File: config.mk
export PLATFORM = sky130hd
export DESIGN_NAME = irl_concentrator
export DESIGN_NICKNAME = d
export VERILOG_FILES = /design/src/rtl/irl_pkg.sv /design/src/rtl/irl_src_map.sv /design/src/rtl/irl_prio_enc.sv /design/src/rtl/irl_regfile.sv /design/src/rtl/irl_concentrator.sv
export SDC_FILE = /design/constraint.sdc
export NUM_CORES = 1
export LEC_CHECK = 0
export ABC_CLOCK_PERIOD_IN_PS = 2950
export CORE_ASPECT_RATIO = 0.7
export CORE_MARGIN = 2
export CORE_UTILIZATION = 47
export DETAILED_ROUTE_END_ITERATION = 8
export PLACE_DENSITY = 0.81
export REMOVE_ABC_BUFFERS = 1
export SETUP_SLACK_MARGIN = 0.05
export SYNTH_ARGS = -nofsm -noshare
export SYNTH_HDL_FRONTEND = slang
export SYNTH_HIERARCHICAL = 1
export SYNTH_SLANG_ARGS = --single-unit
export TNS_END_PERCENT = 10
File: constraint.sdc
create_clock -name clk -period 2.95 [get_ports clk]
set_input_delay 0.295 -clock clk [delete_from_list [all_inputs] [get_ports clk]]
set_output_delay 0.295 -clock clk [all_outputs]
set_load 0.005 [all_outputs]
File: src/rtl/irl_pkg.sv
package irl_pkg;
  localparam int NUM_SRC = 13;
  localparam int REG_W   = 16;
  localparam int LVL_W   = 4;
  localparam int ADDR_W  = 6;

  // Rank to status/mask bit position (independent of priority order)
  function automatic int src_bit(input int rank);
    case (rank)
      0:  return 11;
      1:  return 9;
      2:  return 8;
      3:  return 12;
      4:  return 10;
      5:  return 6;
      6:  return 5;
      7:  return 4;
      8:  return 7;
      9:  return 14;
      10: return 13;
      11: return 0;
      12: return 15;
      default: return 0;
    endcase
  endfunction
endpackage

File: src/rtl/irl_src_map.sv
module irl_src_map
  import irl_pkg::*;
#(
  parameter int N_SRC = NUM_SRC,
  parameter int W     = REG_W
) (
  input  logic [N_SRC-1:0] req_i,
  input  logic [W-1:0]     mask_i,
  output logic [W-1:0]     mon_o,
  output logic [N_SRC-1:0] pend_o
);
  logic [W-1:0] mon_bits [N_SRC];

  for (genvar r = 0; r < N_SRC; r++) begin : g_src
    localparam int BP = src_bit(r);
    assign mon_bits[r] = W'(req_i[r]) << BP;
    assign pend_o[r]   = req_i[r] & mask_i[BP];
  end

  always_comb begin
    mon_o = '0;
    for (int r = 0; r < N_SRC; r++) mon_o = mon_o | mon_bits[r];
  end
endmodule

File: src/rtl/irl_prio_enc.sv
module irl_prio_enc #(
  parameter int N_SRC = 13,
  parameter int LW    = 4
) (
  input  logic             clk,
  input  logic             rst,
  input  logic [N_SRC-1:0] pend_i,
  output logic [LW-1:0]    irl_o
);
  localparam logic [LW-1:0] IDLE_LVL = '1;

  logic [LW-1:0] lvl;
  logic [LW-1:0] irl_q;

  always_comb begin
    lvl = IDLE_LVL;
    for (int r = N_SRC - 1; r >= 0; r--) begin
      if (pend_i[r]) lvl = LW'(r);
    end
  end

  always_ff @(posedge clk) begin
    if (rst) irl_q <= '0;
    else     irl_q <= lvl ^ IDLE_LVL;
  end

  assign irl_o = irl_q;
endmodule

File: src/rtl/irl_regfile.sv
module irl_regfile #(
  parameter int              AW       = 6,
  parameter int              W        = 16,
  parameter logic [AW-1:0]   OFS_MASK = 6'h00,
  parameter logic [AW-1:0]   OFS_PWR  = 6'h30,
  parameter logic [AW-1:0]   OFS_VER  = 6'h32,
  parameter logic [AW-1:0]   OFS_GPO  = 6'h36,
  parameter logic [W-1:0]    VERSION  = 16'h0010
) (
  input  logic          clk,
  input  logic          rst,
  input  logic          we_i,
  input  logic [AW-1:0] addr_i,
  input  logic [W-1:0]  wdata_i,
  output logic [W-1:0]  rdata_o,
  output logic [W-1:0]  mask_q_o,
  output logic [W-1:0]  mask_nxt_o,
  output logic [W-1:0]  pwr_o,
  output logic [W-1:0]  gpo_o
);
  logic [W-1:0] mask_q, pwr_q, gpo_q;
  logic         hit_mask, hit_pwr, hit_gpo, hit_ver;

  assign hit_mask = (addr_i == OFS_MASK);
  assign hit_pwr  = (addr_i == OFS_PWR);
  assign hit_gpo  = (addr_i == OFS_GPO);
  assign hit_ver  = (addr_i == OFS_VER);

  assign mask_nxt_o = (we_i && hit_mask) ? wdata_i : mask_q;

  always_ff @(posedge clk) begin
    if (rst) begin
      mask_q <= '0;
      pwr_q  <= '0;
      gpo_q  <= '0;
    end else begin
      mask_q <= mask_nxt_o;
      if (we_i && hit_pwr) pwr_q <= wdata_i;
      if (we_i && hit_gpo) gpo_q <= wdata_i;
    end
  end

  always_comb begin
    rdata_o = '0;
    if (hit_mask)     rdata_o = mask_q;
    else if (hit_pwr) rdata_o = pwr_q;
    else if (hit_gpo) rdata_o = gpo_q;
    else if (hit_ver) rdata_o = VERSION;
  end

  assign mask_q_o = mask_q;
  assign pwr_o    = pwr_q;
  assign gpo_o    = gpo_q;
endmodule

File: src/rtl/irl_concentrator.sv
module irl_concentrator
  import irl_pkg::*;
#(
  parameter int N_SRC = NUM_SRC,
  parameter int W     = REG_W,
  parameter int AW    = ADDR_W,
  parameter int LW    = LVL_W
) (
  input  logic             clk,
  input  logic             rst,
  input  logic [N_SRC-1:0] req_i,
  input  logic             bus_we,
  input  logic [AW-1:0]    bus_addr,
  input  logic [W-1:0]     bus_wdata,
  output logic [W-1:0]     bus_rdata,
  output logic [LW-1:0]    irl_o,
  output logic [W-1:0]     pwr_ctl_o,
  output logic [W-1:0]     gp_out_o
);
  logic [W-1:0]     mask_q, mask_nxt, mon;
  logic [N_SRC-1:0] pend;

  irl_regfile #(.AW(AW), .W(W)) u_regs (
    .clk        (clk),
    .rst        (rst),
    .we_i       (bus_we),
    .addr_i     (bus_addr),
    .wdata_i    (bus_wdata),
    .rdata_o    (bus_rdata),
    .mask_q_o   (mask_q),
    .mask_nxt_o (mask_nxt),
    .pwr_o      (pwr_ctl_o),
    .gpo_o      (gp_out_o)
  );

  // The mask about to be stored is used so a write acts at its own edge
  irl_src_map #(.N_SRC(N_SRC), .W(W)) u_map (
    .req_i  (req_i),
    .mask_i (mask_nxt),
    .mon_o  (mon),
    .pend_o (pend)
  );

  irl_prio_enc #(.N_SRC(N_SRC), .LW(LW)) u_enc (
    .clk    (clk),
    .rst    (rst),
    .pend_i (pend),
    .irl_o  (irl_o)
  );
endmodule

==> flow_metrics.tcl <==
set metrics [dict create \
    grt_pass1_vias 2298 \
    setup_violations 0 \
    cts_hold_buf 0 \
    mostFrequentLayoutCell "clkdlybuf4s50_1" \
    cp_slowest_cell "clkdlybuf4s50_1" \
    skew_ps 11.4 \
    ir_worst_vdd_uv 288 \
    layout_common_cells "89 x clkdlybuf4s50_1, 67 x nand2b_1, 52 x dfxtp_1, 48 x mux2i_1, 16 x o2bb2ai_1" \
    fillers 467 \
    io_buffers 89 \
    num_rows 23 \
    worstSetupStartpointType "input port" \
    h-tree-depth 2 \
    rsz0062_at_grt "no" \
    p_sw_uw 296 \
    route.detailed.drc 0 \
    die_h_um 68.4 \
    drtIter0Drc 94 \
    clockRootBuffer "clkbuf_8" \
    dp_hpwl_mm 5.48 \
    critPathMaxFanout 12 \
    crit_required_ps 2650 \
    first_pass_iters 4 \
    cts-resized-gates 0 \
    overflow 0 \
    die_w_um 96.1 \
    area_growth_pct 39.9 \
    fmax_mhz 367 \
    drv_cap 0 \
    cts_max_path_buffers 2 \
    start_util_pct 48.7 \
    comb_power_share_pct 10.2 \
    worstMarginPinSlew_ps 634 \
    cpPeakStageDelay_ps 530 \
    path_clk_slew_ps 80 \
    cts_buffers 5 \
    worst_setup_path_end_kind "output port" \
    vias 2367 \
    netlist_area_um2 2790 \
    yosysWarnings 6 \
    seq_area_um2 1040 \
    crit_chain "clkdlybuf4s50_1 -> nor2_1 -> buf_4 -> and2_1 -> buf_4 -> o2bb2ai_1 -> clkdlybuf4s50_1" \
    hold_viol_final 0 \
    grt_pass1_wl_mm 11.5 \
    status "finished, final reports clean" \
    die_area_um2 6570 \
    busiest_layer "met2" \
    power_density_nw_per_um2 354 \
    leakage_nw 1.56 \
    wirelength_mm 7.46 \
    cts_tree "yes" \
    antenna_left 0 \
    globalRouteTotalUtil_pct 23.5 \
    hold_path.class "flop to flop" \
    internal_power_mw 1.08 \
    sw_frac_of_total_pct 21.4 \
    gp_congestion 0.850 \
    power_frac_seq_pct 51.2 \
    synth_cells 278 \
    pin_count 90 \
    diodes 0 \
    multiInputGateArea_um2 1650 \
    grtUsageMet2_pct 37.5 \
    core_um2 5730 \
    path_class "input port to output port" \
    antenna_found_initial 0 \
    holdWs_ps 480 \
    grt_use_met1_pct 31.1 \
    p_clk_share_pct 38.5 \
    vias_per_cell 5.33 \
    final.setup.tns_ps 0 \
    insertion_delay_ps 310 \
    clock_sinks 52 \
    wl_per_cell_um 16.8 \
    drive_gt1_share_pct 10.3 \
    grt_max_degree 22 \
    grt_util_met3_pct 6.39 \
    fin_crit_sh_pct 92.4 \
    nets 406 \
    crit_arrival_ps 2430 \
    synth.avg_cell_area_um2 10.0 \
    slew_headroom_pct 57.7 \
    final_max_slew_viol_count 0 \
    min_period_ps 2730 \
    post_cts_buffers 0 \
]
[through the flow]
step                      util (%)  setup WS (ps)  area, um2  total power [mW]  instances
after floorplan                  -           67.1       2690             0.768        259
after global placement        65.9            121       3770             0.862        436
after detailed placement      65.9           63.5       3770             0.863        436
after CTS                     68.1            210       3900              1.39        444
after global routing          68.1           76.4       3900              1.43        444
final                         68.1            224       3900              1.38        444
[power groups by stage]
stage	Clock, mW	Combinational (mW)	Sequential, mW
floorplan	0	0.0449	0.724
global placement	0	0.139	0.724
detailed placement	0	0.139	0.724
CTS	0.538	0.140	0.707
global route	0.570	0.149	0.708
finish	0.532	0.141	0.707
[state kept, by name, summed over array words and instances (netlist names)]
signal           cells
u_enc/irl_o          4
u_regs/gpo_o        16
u_regs/mask_q_o     16
u_regs/pwr_o        16
[layout make-up]
| class | count | area share, % |
|---|---|---|
| timing repair buffer | 102 | 25.3 |
| sequential | 52 | 26.7 |
| clock inverter | 1 | 0.770 |
| inverter | 1 | 0.0962 |
| tap | 75 | 2.41 |
| multi-input combinational | 206 | 42.2 |
| clock buffer | 7 | 2.47 |
[metal layers]
| metal | vias to the layer above | share of wire (%) |
|---|---|---|
| met2 | 83 | 43 |
| li1 | 1173 | - |
| met4 | 0 | 1.2 |
| met1 | 1098 | 48 |
| met3 | 13 | 7.6 |
| met5 | - | 0 |
[critical path, delay by kind of cell]
family / cells / cell delay (ps)
buffers and inverters: 4 / 1430
AND/OR/NAND/NOR: 2 / 560
AO/OA/AOI/OAI: 1 / 140
[path summary, 6_finish.rpt]
path	slack, ps	start	cells past startpoint	end
min reg2reg	480	u_regs/mask_q_o[3]$_SDFF_PP0_	2	u_regs/mask_q_o[3]$_SDFF_PP0_
max reg2reg	1290	u_regs/mask_q_o[10]$_SDFF_PP0_	5	u_enc/irl_o[1]$_SDFF_PP0_
min	480	u_regs/mask_q_o[3]$_SDFF_PP0_	2	u_regs/mask_q_o[3]$_SDFF_PP0_
max	220	bus_addr[2]	7	bus_rdata[6]
(Power assumes the default switching activity.)
